===== src/rtl/aop_pkg.sv =====
package aop_pkg;

  localparam int unsigned PC_W = 8;

  function automatic logic [2:0] pos_obf(input logic chan_b);
    return chan_b ? 3'd1 : 3'd7;
  endfunction

  function automatic logic [2:0] pos_ien(input logic chan_b);
    return chan_b ? 3'd2 : 3'd6;
  endfunction

  function automatic logic [2:0] pos_intr(input logic chan_b);
    return chan_b ? 3'd0 : 3'd3;
  endfunction

  function automatic logic [PC_W-1:0] pack_status(input logic chan_b,
                                                  input logic obf_n,
                                                  input logic ien,
                                                  input logic intr);
    logic [PC_W-1:0] s;
    s = '0;
    s[pos_obf(chan_b)]  = obf_n;
    s[pos_ien(chan_b)]  = ien;
    s[pos_intr(chan_b)] = intr;
    return s;
  endfunction

endpackage


===== src/rtl/aop_sync.sv =====
module aop_sync #(
  parameter int unsigned STAGES  = 2,
  parameter logic        RST_VAL = 1'b1
) (
  input  logic clk,
  input  logic rst_n,
  input  logic din,
  output logic dout
);
  logic [STAGES-1:0] chain;

  generate
    if (STAGES == 1) begin : g_one
      always_ff @(posedge clk or negedge rst_n) begin
        if (!rst_n) chain <= RST_VAL;
        else        chain <= din;
      end
    end else begin : g_many
      always_ff @(posedge clk or negedge rst_n) begin
        if (!rst_n) chain <= {STAGES{RST_VAL}};
        else        chain <= {chain[STAGES-2:0], din};
      end
    end
  endgenerate

  assign dout = chain[STAGES-1];
endmodule


===== src/rtl/aop_handshake.sv =====
module aop_handshake #(
  parameter int unsigned DATA_W = 8
) (
  input  logic              clk,
  input  logic              rst_n,
  input  logic              wr_en,
  input  logic [DATA_W-1:0] wr_data,
  input  logic              ack_s,
  output logic [DATA_W-1:0] data_q,
  output logic              obf_n,
  output logic              pend_q,
  output logic              ack_fall_ev,
  output logic              ack_rise_ev
);
  logic ack_d;

  always_ff @(posedge clk or negedge rst_n) begin
    if (!rst_n) ack_d <= 1'b1;
    else        ack_d <= ack_s;
  end

  assign ack_fall_ev = ack_d & ~ack_s;
  assign ack_rise_ev = ~ack_d & ack_s;

  always_ff @(posedge clk or negedge rst_n) begin
    if (!rst_n) data_q <= '0;
    else if (wr_en) data_q <= wr_data;
  end

  always_ff @(posedge clk or negedge rst_n) begin
    if (!rst_n) begin
      obf_n  <= 1'b1;
      pend_q <= 1'b0;
    end else if (wr_en) begin
      obf_n  <= 1'b0;
      pend_q <= 1'b0;
    end else begin
      if (ack_fall_ev) obf_n <= 1'b1;
      if (ack_rise_ev && obf_n) pend_q <= 1'b1;
    end
  end
endmodule


===== src/rtl/aop_ctrl_bits.sv =====
module aop_ctrl_bits #(
  parameter logic [2:0] IEN_POS = 3'd6
) (
  input  logic       clk,
  input  logic       rst_n,
  input  logic       bsr_wr,
  input  logic [2:0] bsr_sel,
  input  logic       bsr_val,
  output logic       ien_q
);
  logic hit;
  assign hit = bsr_wr && (bsr_sel == IEN_POS);

  always_ff @(posedge clk or negedge rst_n) begin
    if (!rst_n)   ien_q <= 1'b0;
    else if (hit) ien_q <= bsr_val;
  end
endmodule


===== src/rtl/ack_out_port.sv =====
module ack_out_port
  import aop_pkg::*;
#(
  parameter int unsigned DATA_W      = 8,
  parameter int unsigned SYNC_STAGES = 2,
  parameter logic        CHANNEL_B   = 1'b0
) (
  input  logic              clk,
  input  logic              rst_n,
  input  logic              wr_en,
  input  logic [DATA_W-1:0] wr_data,
  input  logic              bsr_wr,
  input  logic [2:0]        bsr_sel,
  input  logic              bsr_val,
  input  logic              ack_n,
  output logic [DATA_W-1:0] port_data,
  output logic              obf_n,
  output logic              intr,
  output logic [PC_W-1:0]   status
);
  localparam logic [2:0] IEN_POS = pos_ien(CHANNEL_B);

  logic ack_s;
  logic pend_q;
  logic ien_q;
  logic ack_fall_ev;
  logic ack_rise_ev;

  aop_sync #(.STAGES(SYNC_STAGES), .RST_VAL(1'b1)) u_sync (
    .clk(clk), .rst_n(rst_n), .din(ack_n), .dout(ack_s)
  );

  aop_handshake #(.DATA_W(DATA_W)) u_hs (
    .clk(clk), .rst_n(rst_n), .wr_en(wr_en), .wr_data(wr_data),
    .ack_s(ack_s), .data_q(port_data), .obf_n(obf_n), .pend_q(pend_q),
    .ack_fall_ev(ack_fall_ev), .ack_rise_ev(ack_rise_ev)
  );

  aop_ctrl_bits #(.IEN_POS(IEN_POS)) u_ctrl (
    .clk(clk), .rst_n(rst_n), .bsr_wr(bsr_wr), .bsr_sel(bsr_sel),
    .bsr_val(bsr_val), .ien_q(ien_q)
  );

  assign intr   = pend_q & ien_q;
  assign status = pack_status(CHANNEL_B, obf_n, ien_q, intr);
endmodule


===== config.mk =====
export PLATFORM = sky130hd
export DESIGN_NAME = ack_out_port
export DESIGN_NICKNAME = d
export VERILOG_FILES = /design/src/rtl/aop_pkg.sv /design/src/rtl/aop_sync.sv /design/src/rtl/aop_handshake.sv /design/src/rtl/aop_ctrl_bits.sv /design/src/rtl/ack_out_port.sv
export SDC_FILE = /design/constraint.sdc
export NUM_CORES = 1
export LEC_CHECK = 0
export ABC_AREA = 1
export BUFFER_PORTS_ARGS = -buffer_cell sky130_fd_sc_hd__buf_2
export CAP_MARGIN = 30
export CORE_UTILIZATION = 37
export CTS_CLUSTER_SIZE = 10
export DETAILED_ROUTE_END_ITERATION = 7
export GPL_TIMING_DRIVEN = 0
export PLACE_DENSITY = 0.8
export SLEW_MARGIN = 15
export SYNTH_ARGS = -nofsm -noshare
export SYNTH_HDL_FRONTEND = slang
export SYNTH_SLANG_ARGS = --single-unit

===== constraint.sdc =====
create_clock -name clk -period 0.8 [get_ports clk]
set_input_delay 0 -clock clk [delete_from_list [all_inputs] [get_ports clk]]
set_output_delay 0 -clock clk [all_outputs]
set_load 0.05 [all_outputs]

==> metrics.md, run 1 <==
| Metric | Value |
|---|---|
| PortBufs | `28` |
| Clock period minus worst slack | `1.14 ns` |
| Initial drt markers | `2` |
| Yosys reg bits | `14` |
| Max-cap violations | `0` |
| Failing checks | `setup timing` |
| Core area | `0.00152 sq mm` |
| Setup repair after global routing missed its margin | `yes` |
| Commonest non-fill, non-tap cell in the layout | `buf_2` |
| Routed WL | `1530 microns` |
| Max Transition Viols Final | `0` |
| Clock-pin slew on the worst setup and hold paths | `0.08 ns` |
| Fin. Hold Viols | `0` |
| Clock latency on the worst-skew pair | `0.27 ns` |
| Min-Delay Endpoint | `u_hs.pend_q$_DFFE_PN0P_` |
| Max Fanout on Critical Path | `2` |
| R2r setup slk | `-0.19 ns` |
| Clock Sinks | `14` |
| Leak Pwr | `0.000576 uW` |
| Final WS setup | `-0.342 ns` |
| 1st-pass router iterations | `4` |
| H-tree levels | `1` |
| Clock buffer count from CTS | `3` |
| Register area | `369 sq um` |
| Io pins | `35` |
| NetSw | `632 uW` |
| Commonest non-fill, non-tap cells in the layout | `buf_2, buf_6, inv_1, nand2_1, dlygate4sd3_1` |
| Routed WL per cell | `11.4 microns` |
| Cell-internal power | `1260 uW` |
| Synth warnings | `0` |
| Synth Instances | `66` |
| Required @ worst endpoint | `0.80 ns` |
| Reg-to-Reg End | `u_hs.pend_q$_DFFE_PN0P_` |
| Peak VDD IR | `875 uV` |
| Nets | `136` |
| Comb power frac | `35.3%` |
| Hold Path Stages | `3` |
| RR Startpoint | `u_hs.obf_n$_DFFE_PN1P_` |
| Post-DP HPWL | `868 microns` |
| Post-synthesis sequential area ratio | `58.0%` |
| Vias | `571` |
| DRC | `0` |
| Drt via density | `4.26` |
| Kind of critical path | `reg -> out` |
| Starting Density | `40.2%` |
| TNS Setup | `-2.19 ns` |
| Post-route ant nets | `0` |
| Hold_sp | `wr_en` |
| Die area | `0.00182 sq mm` |
| Fmax | `875 MHz` |
| Power Dens Cells | `1700 mW/mm^2` |
| Post-Syn Area | `613 sq um` |
| Root buf cell | `clkbuf_4` |
| Status | `finished with violations` |
| Total GRT Usage | `17.1%` |
| Chip width | `42.7 microns` |
| Clock network power share | `20.9%` |
| CP arrival | `1.14 ns` |
| Skew final | `0.00895 ns` |
| Synth Area per Inst | `9.29 sq um` |
| First-pass GRT wire length | `2270 microns` |
| Startpoint Class | `flip-flop` |
| Area grow syn2layout | `81.4%` |
| Rows | `14` |
| Sw Share | `33.4%` |
| Filler cells | `121` |
| Initial antenna violation count | `0` |
| Largest net degree at the start of global routing | `15` |
| N_diodes | `0` |
| Cell variety after synth | `12` |
| Period utilization | `143%` |
| Multi-input gate area | `156 sq um` |
| Longest Clk Path Bufs | `2` |
| Total grt overflow | `0` |
| Layout cell share with drive strength beyond 1 | `50.8%` |
| Worst Setup End Kind | `output pin` |
| Sequential Power Share | `43.8%` |
| Pre-CTS setup slack | `-0.152 ns` |
| Final setup fails | `16` |
| Reg2Reg Depth | `3` |
| Die height | `42.7 microns` |
| Hold Crit Class | `in -> reg` |
| Number of global-route vias before repair | `529` |
| CTS tree | `yes` |
| Placer congestion estimate | `0.735` |
-- cell families after synthesis --
logic type      synth area share [%]
simple gates                    12.0
flops                           58.0
compound gates                  7.96
other cells                    0.612
buf+inv                         21.4
-- Yosys cell counts --
master	number	area share, %
buf_6	2	3.7
nor2_1	4	2.4
inv_1	13	8.0
nand3_1	2	1.6
o21ai_1	3	2.4
dfstp_2	4	17
buf_4	8	9.8
conb_1	1	0.61
dfrtp_1	10	41
a21oi_2	1	1.4
nand2_1	13	8.0
o21ai_0	5	4.1
-- how the worst max path moves through the flow --
stage                              from                 endpoint  slack [ns]  cells past startpoint
6_report       u_ctrl.ien_q$_DFFE_PN0P_                status[3]       -0.34                      4
5_1_grt        u_ctrl.ien_q$_DFFE_PN0P_                status[3]       -0.40                      4
4_1_cts          u_hs.obf_n$_DFFE_PN1P_                status[7]       -0.33                      2
3_5_place_dp     u_hs.obf_n$_DFFE_PN1P_                status[7]       -0.15                      2
3_3_place_gp     u_hs.obf_n$_DFFE_PN1P_                status[7]       -0.15                      2
2_1_floorplan    u_hs.obf_n$_DFFE_PN1P_  u_hs.pend_q$_DFFE_PN0P_       -0.16                      2
-- metrics by stage --
stage	total power (uW)	area, sq um	instances	utilization (%)	hold WS [ns]
floorplan	1200	668	70	-	-0.296
global placement	1310	828	114	54.4	-0.0993
detailed placement	1320	828	114	54.4	-0.0894
CTS	1880	1080	133	71.2	0.0237
global route	1990	1110	134	73.0	0.0320
finish	1890	1110	134	73.0	0.0364
-- flip-flops by register name, summed over array words and instances (netlist names) --
signal        flops
u_hs.pend_q       1
u_ctrl.ien_q      1
u_hs.data_q       8
u_hs.obf_n        1
u_sync.chain      2
u_hs.ack_d        1
-- layout make-up --
cell class | instances | area share (%)
Buffer | 9 | 8.10
Clock buffer | 4 | 2.36
Inverter | 13 | 4.72
Multi-Input combinational cell | 33 | 14.1
Sequential cell | 14 | 33.2
Tap cell | 16 | 1.80
Timing Repair Buffer | 45 | 35.8
-- power by group through the flow --
stage	Sequential (uW)	Combinational [uW]	Clock [uW]
final	830	668	397
after global routing	837	703	453
after global placement	829	480	0
after floorplan	974	227	0
after detailed placement	832	488	0
after CTS	827	637	420
-- per-layer routing --
layer | GRT usage (%) | share of wire [%]
met1 | 18.9 | 39
met2 | 31.8 | 57
met3 | 2.55 | 3.5
met4 | 7.50 | 0.65
met5 | 0 | 0
-- worst max-delay path: stages (launching register included) --
cell and delay [ns]:
dfrtp_1 0.41, nand2_2 0.09, clkinvlp_4 0.10, buf_8 0.13, buf_8 0.14
-- timing repair --
item                                   in CTS  in global routing
resized for setup                          26                  7
setup endpoints to repair                  15                 18
setup buffers                               2                  2
hold buffers                               14                  0
pin swaps                                   0                  1
gates cloned                                0                  1
endpoints found under the hold margin      24                  0
(Power assumes the default switching activity.)
==> inputs of run 2 (changes only) <==
--- a/config.mk
+++ b/config.mk
@@ -8,6 +8,7 @@
 export ABC_AREA = 1
 export BUFFER_PORTS_ARGS = -buffer_cell sky130_fd_sc_hd__buf_2
 export CAP_MARGIN = 30
+export CORE_MARGIN = 1.5
 export CORE_UTILIZATION = 37
 export CTS_CLUSTER_SIZE = 10
 export DETAILED_ROUTE_END_ITERATION = 7
==> metrics.md, run 2 (synthesis results as in run 1) <==
| Metric | Value |
|---|---|
| Status | `finished with violations` |
| Failing checks | `setup timing` |
| Worst Setup End Kind | `output pin` |
| Placer congestion estimate | `0.693 (-5.8%)` |
| Kind of critical path | `reg -> out` |
| Final setup fails | `15 (-1)` |
| Hold Crit Class | `in -> reg` |
| RR Startpoint | `u_hs.obf_n$_DFFE_PN1P_` |
| Min-Delay Endpoint | `u_ctrl.ien_q$_DFFE_PN0P_` |
| Crit-path max cell delay | `0.42 ns (about the same)` |
| H-tree levels | `1 (unchanged)` |
| Post-layout power | `2010 uW (+6.2%)` |
| Area grow syn2layout | `86.1%` |
| N_diodes | `0 (unchanged)` |
| Total grt overflow | `0 (unchanged)` |
| Routed WL per cell | `11.2 microns (-1.5%)` |
| Nets | `137 (+0.74%)` |
| Post-DP HPWL | `842 microns (-3.0%)` |
| Commonest non-fill, non-tap cells in the layout | `buf_2, buf_6, inv_1, nand2_1, dlygate4sd3_1` |
| Period utilization | `145% (+2.5 points)` |
| Final WS setup | `-0.363 ns (-0.0201 ns)` |
| Die area | `0.00191 sq mm (+4.7%)` |
| Leak Pwr | `0.000587 uW (+2.0%)` |
| Rows | `14 (unchanged)` |
| Post-route ant nets | `0 (unchanged)` |
| Longest Clk Path Bufs | `2 (unchanged)` |
| Max Fanout on Critical Path | `3 (+1)` |
| Reg2Reg Depth | `3 (unchanged)` |
| Crit-path most repeated cell | `buf_8` |
| Largest register FFs | `8 (unchanged)` |
| R2r setup slk | `-0.19 ns (about the same)` |
| Drt via density | `4.24 (-0.39%)` |
| Fin. Hold Viols | `0 (unchanged)` |
| Startpoint Class | `flip-flop` |
| Hold_sp | `bsr_sel[2]` |
| Register area | `369 sq um (unchanged)` |
| Number of global-route vias before repair | `579 (+9.5%)` |
| CP max-delay cell | `dfrtp_1` |
| CP arrival | `1.16 ns (+0.02 ns)` |
| Root buf cell | `clkbuf_4` |
| Required @ worst endpoint | `0.80 ns (about the same)` |
| Vias | `573 (+0.35%)` |
| Chip width | `43.7 microns (+2.3%)` |
| Max Transition Viols Final | `0 (unchanged)` |
| Routed WL | `1520 microns (-0.78%)` |
| Max-cap violations | `0 (unchanged)` |
| Io pins | `35 (unchanged)` |
| Layout cell share with drive strength beyond 1 | `53.8% (+2.9 points)` |
| Peak VDD IR | `1160 uV (+32%)` |
| Power Dens Cells | `1760 mW/mm^2 (+3.6%)` |
| Buffer and inverter count on the worst path | `3 (unchanged)` |
| Clock latency on the worst-skew pair | `0.28 ns (about the same)` |
| Setup repair after global routing missed its margin | `yes` |
| DRC | `0 (unchanged)` |
| Clock period minus worst slack | `1.16 ns (+0.0201 ns)` |
| Starting Density | `40.2% (unchanged)` |
| Filler cells | `114 (-5.8%)` |
| Initial antenna violation count | `0 (unchanged)` |
| Top delay family on crit path | `flip-flops` |
| Hold Path Stages | `5 (+2)` |
| 1st-pass router iterations | `3 (-1)` |
| Core area | `0.00152 sq mm (unchanged)` |
| Commonest non-fill, non-tap cell in the layout | `buf_2` |
| Total GRT Usage | `18.0% (+0.84 points)` |
| Largest Register | `u_hs.data_q` |
| Clock-pin slew on the worst setup and hold paths | `0.08 ns (about the same)` |
| Biggest regs | `u_hs.data_q (8), u_sync.chain (2)` |
| Die height | `43.7 microns (+2.3%)` |
| First-pass GRT wire length | `2400 microns (+5.8%)` |
| Critical Path Source | `u_ctrl.ien_q$_DFFE_PN0P_` |
| Skew final | `0.00187 ns (-0.00708 ns)` |
| Multi-input gate area | `159 sq um (+1.6%)` |
| Fmax | `860 MHz (-1.7%)` |
| Reg-to-Reg End | `u_hs.pend_q$_DFFE_PN0P_` |
| WHS | `0.0609 ns (+0.0245 ns)` |
| CTS tree | `yes` |
| Initial drt markers | `2 (unchanged)` |
| Largest net degree at the start of global routing | `15 (unchanged)` |
| Clock Sinks | `14 (unchanged)` |
| Cell Chain, Critical Path | `nand2_2 > clkinvlp_4 > buf_8 > buf_8` |
| PortBufs | `28 (unchanged)` |
| Clock buffer count from CTS | `3 (unchanged)` |
## run 2: cell count changes in the layout (fill, tap and decap cells not counted), sizes merged
cell  before  now
buf       41   42
## run 2: final cells by class
| cell class | count | share of cell area [%] |
|---|---|---|
| flip-flops and latches | 14 | 32.3 |
| well taps | 16 | 1.75 |
| repair buffers | 46 | 36.3 |
| inverters | 13 | 4.61 |
| multi-input cells | 33 | 13.9 |
| plain buffers | 9 | 7.89 |
| clock buffers | 4 | 3.18 |
## run 2: repair_timing
action / in CTS / in global routing
endpoints found under the hold margin: 24 / 0
setup endpoints to repair: 15 / 24
hold buffers: 13 / 0
gates resized for setup: 26 / 11
pin swaps: 0 / 0
buffers inserted: 2 / 3
## run 2: per-layer routing
layer  vias to the layer above  global-route usage [%]  part of all wire, %
met4                         0                    7.27                    0
met2                        24                    32.6                   55
met5                         -                       0                    0
met3                         0                    2.92                  6.0
met1                       260                    20.8                   39
li1                        289                       -                    -
## run 2: stage by stage
step	instances	utilization (%)	TNS (ns)	cell area [sq um]	worst slack [ns]
2_1_floorplan	70	-	-0.496	668	-0.164
3_3_place_gp	114	54.4	-0.359	828	-0.148
6_report	135	74.9	-2.22	1140	-0.363
4_1_cts	133	71.6	-2.20	1090	-0.348
3_5_place_dp	114	54.4	-0.410	828	-0.154
5_1_grt	135	74.9	-2.81	1140	-0.426
## run 2: worst min-delay path, delay by kind of cell
kind | cells | cell delay, ns
simple gates | 3 | 0.16
buf+inv | 2 | 0.13
## run 2: worst max path at each step
stage / depth (start not counted) / slack [ns] / end
CTS: 2 / -0.35 / status[7]
global placement: 2 / -0.15 / status[7]
finish: 4 / -0.36 / status[3]
detailed placement: 2 / -0.15 / status[7]
global route: 4 / -0.43 / status[3]
floorplan: 2 / -0.16 / u_hs.pend_q$_DFFE_PN0P_
## run 2: power breakdown
| part | leakage [uW] | total (uW) | switching [uW] | internal [uW] |
|---|---|---|---|---|
| Combinational | 0.000409 | 677 | 380 | 296 |
| Sequential | 0.000157 | 830 | 46.6 | 783 |
| Clock | 0.0000210 | 507 | 230 | 277 |
| Total | 0.000587 | 2010 | 657 | 1360 |
==> inputs of run 3 (changes only) <==
--- a/config.mk
+++ b/config.mk
@@ -13,7 +13,7 @@
 export CTS_CLUSTER_SIZE = 10
 export DETAILED_ROUTE_END_ITERATION = 7
 export GPL_TIMING_DRIVEN = 0
-export PLACE_DENSITY = 0.8
+export PLACE_DENSITY = 0.79
 export SLEW_MARGIN = 15
 export SYNTH_ARGS = -nofsm -noshare
 export SYNTH_HDL_FRONTEND = slang
==> metrics.md, run 3 (synthesis results as in run 1) <==
| Metric | Value |
|---|---|
| Failing checks | `setup timing` |
| TNS Setup | `-2.03 ns (+0.193 ns)` |
| H-tree levels | `1 (unchanged)` |
| Largest register FFs | `8 (unchanged)` |
| Fin util | `74.6% (-0.25 points)` |
| Biggest regs | `u_hs.data_q (8), u_sync.chain (2)` |
| Io pins | `35 (unchanged)` |
| Final setup fails | `15 (unchanged)` |
| Clock-pin slew on the worst setup and hold paths | `0.08 ns (about the same)` |
| CTS tree | `yes` |
| Routed WL | `1530 microns (+0.99%)` |
| Reg2Reg Depth | `3 (unchanged)` |
| WHS | `0.0339 ns (-0.0270 ns)` |
| Fmax | `879 MHz (+2.1%)` |
| Skew final | `0.000542 ns (-0.00133 ns)` |
| Largest Register | `u_hs.data_q` |
| Routed WL per cell | `11.3 microns (+0.25%)` |
| RR Startpoint | `u_hs.obf_n$_DFFE_PN1P_` |
| Initial antenna violation count | `0 (unchanged)` |
| Post-layout power | `2000 uW (-0.48%)` |
| Status | `finished with violations` |
| R2r setup slk | `-0.17 ns (+0.02 ns)` |
| Reg-to-Reg End | `u_hs.pend_q$_DFFE_PN0P_` |
| Die height | `43.7 microns (unchanged)` |
| Period utilization | `142% (-3.0 points)` |
| Nets | `138 (+0.73%)` |
| N_diodes | `0 (unchanged)` |
| DRC | `0 (unchanged)` |
| Leak Pwr | `0.000585 uW (-0.45%)` |
| Total grt overflow | `0 (unchanged)` |
| Clock Sinks | `14 (unchanged)` |
| Placer congestion estimate | `0.697 (+0.61%)` |
| Max-cap violations | `0 (unchanged)` |
| Clock buffer count from CTS | `3 (unchanged)` |
| Required @ worst endpoint | `0.80 ns (about the same)` |
| Largest net degree at the start of global routing | `15 (unchanged)` |
| Commonest non-fill, non-tap cell in the layout | `buf_2` |
| Clock period minus worst slack | `1.14 ns (-0.0244 ns)` |
| Kind of critical path | `reg -> out` |
| Worst Setup End Kind | `output pin` |
| Drt via density | `4.29 (+1.2%)` |
| Layout cell share with drive strength beyond 1 | `54.2% (+0.39 points)` |
| Core area | `0.00152 sq mm (unchanged)` |
| Startpoint Class | `flip-flop` |
| Max Fanout on Critical Path | `2 (-1)` |
| Longest Clk Path Bufs | `2 (unchanged)` |
| Starting Density | `40.2% (unchanged)` |
| Chip width | `43.7 microns (unchanged)` |
| Clock latency on the worst-skew pair | `0.27 ns (about the same)` |
| CP arrival | `1.14 ns (-0.02 ns)` |
| Post-route ant nets | `0 (unchanged)` |
| Total GRT Usage | `18.8% (+0.78 points)` |
| Power Dens Cells | `1760 mW/mm^2 (-0.15%)` |
| Vias | `584 (+1.9%)` |
| Setup repair after global routing missed its margin | `yes` |
| Hold Path Stages | `5 (unchanged)` |
| Peak VDD IR | `919 uV (-21%)` |
| Root buf cell | `clkbuf_4` |
| Hold Crit Class | `in -> reg` |
| Final WS setup | `-0.338 ns (+0.0244 ns)` |
| First-pass GRT wire length | `2550 microns (+6.3%)` |
| Min-Delay Endpoint | `u_ctrl.ien_q$_DFFE_PN0P_` |
| Number of global-route vias before repair | `631 (+9.0%)` |
| 1st-pass router iterations | `1 (-2)` |
| Commonest non-fill, non-tap cells in the layout | `buf_2, buf_6, dlygate4sd3_1, nand2_1, inv_1` |
| Area grow syn2layout | `85.5%` |
| Hold_sp | `bsr_sel[0]` |
| Rows | `14 (unchanged)` |
| Post-DP HPWL | `912 microns (+8.3%)` |
| Die area | `0.00191 sq mm (unchanged)` |
| Fin. Hold Viols | `0 (unchanged)` |
| Initial drt markers | `0 (-2)` |
| Max Transition Viols Final | `0 (unchanged)` |
| PortBufs | `28 (unchanged)` |
## run 3: cell types whose count changed in the layout (fill, tap and decap cells not counted), sizes merged
cell          delta
buf              +1
dlygate4sd3      +1
dlymetal6s4s     -1
## run 3: power breakdown
part	leakage, uW	total [uW]	internal [uW]	switching, uW
Clock	0.0000210	498	277	221
Sequential	0.000157	829	783	45.7
Combinational	0.000406	677	293	383
Total	0.000585	2000	1350	650
## run 3: metrics by stage
| stage | cells | setup slack [ns] | instance area, sq um |
|---|---|---|---|
| after floorplan | 70 | -0.164 | 668 |
| after global placement | 114 | -0.147 | 828 |
| after detailed placement | 114 | -0.154 | 828 |
| after CTS | 135 | -0.340 | 1110 |
| after global routing | 136 | -0.374 | 1140 |
| final | 136 | -0.338 | 1140 |
## run 3: metal layers
metal / vias to the layer above / GRT usage, % / routed length [microns]
li1: 292 / - / -
met1: 266 / 17.8 / 556
met2: 22 / 37.6 / 891
met3: 4 / 2.92 / 61
met4: 0 / 9.09 / 25
met5: - / 0 / 0
## run 3: how the worst max path moves through the flow
stage | start | to | slack (ns) | cells after the start
3_3_place_gp | u_hs.obf_n$_DFFE_PN1P_ | status[7] | -0.15 | 2
4_1_cts | u_hs.obf_n$_DFFE_PN1P_ | status[7] | -0.34 | 2
3_5_place_dp | u_hs.obf_n$_DFFE_PN1P_ | status[7] | -0.15 | 2
2_1_floorplan | u_hs.obf_n$_DFFE_PN1P_ | u_hs.pend_q$_DFFE_PN0P_ | -0.16 | 2
5_1_grt | u_hs.pend_q$_DFFE_PN0P_ | status[3] | -0.37 | 4
6_report | u_ctrl.ien_q$_DFFE_PN0P_ | status[3] | -0.34 | 4
## run 3: repair_timing
action                     CTS  global route
pin swaps                    0             0
hold endpoints to repair    24             0
gates resized for setup     28             5
hold buffers                13             0
setup buffers                5             2
setup endpoints to repair   15            21
## run 3: layout make-up
class                           instances  area (sq um)
Inverter                               13          52.6
Multi-Input combinational cell         33           153
Buffer                                  9          90.1
Tap cell                               16          20.0
Timing Repair Buffer                   47           417
Clock buffer                            4          36.3
Sequential cell                        14           369
Fill cell                             112           387
## run 3: worst max-delay path: stages, from the launching register on
cell and delay [ns]:
dfrtp_1 0.41, nand2_2 0.08, clkinvlp_4 0.11, buf_8 0.13
buf_6 0.14
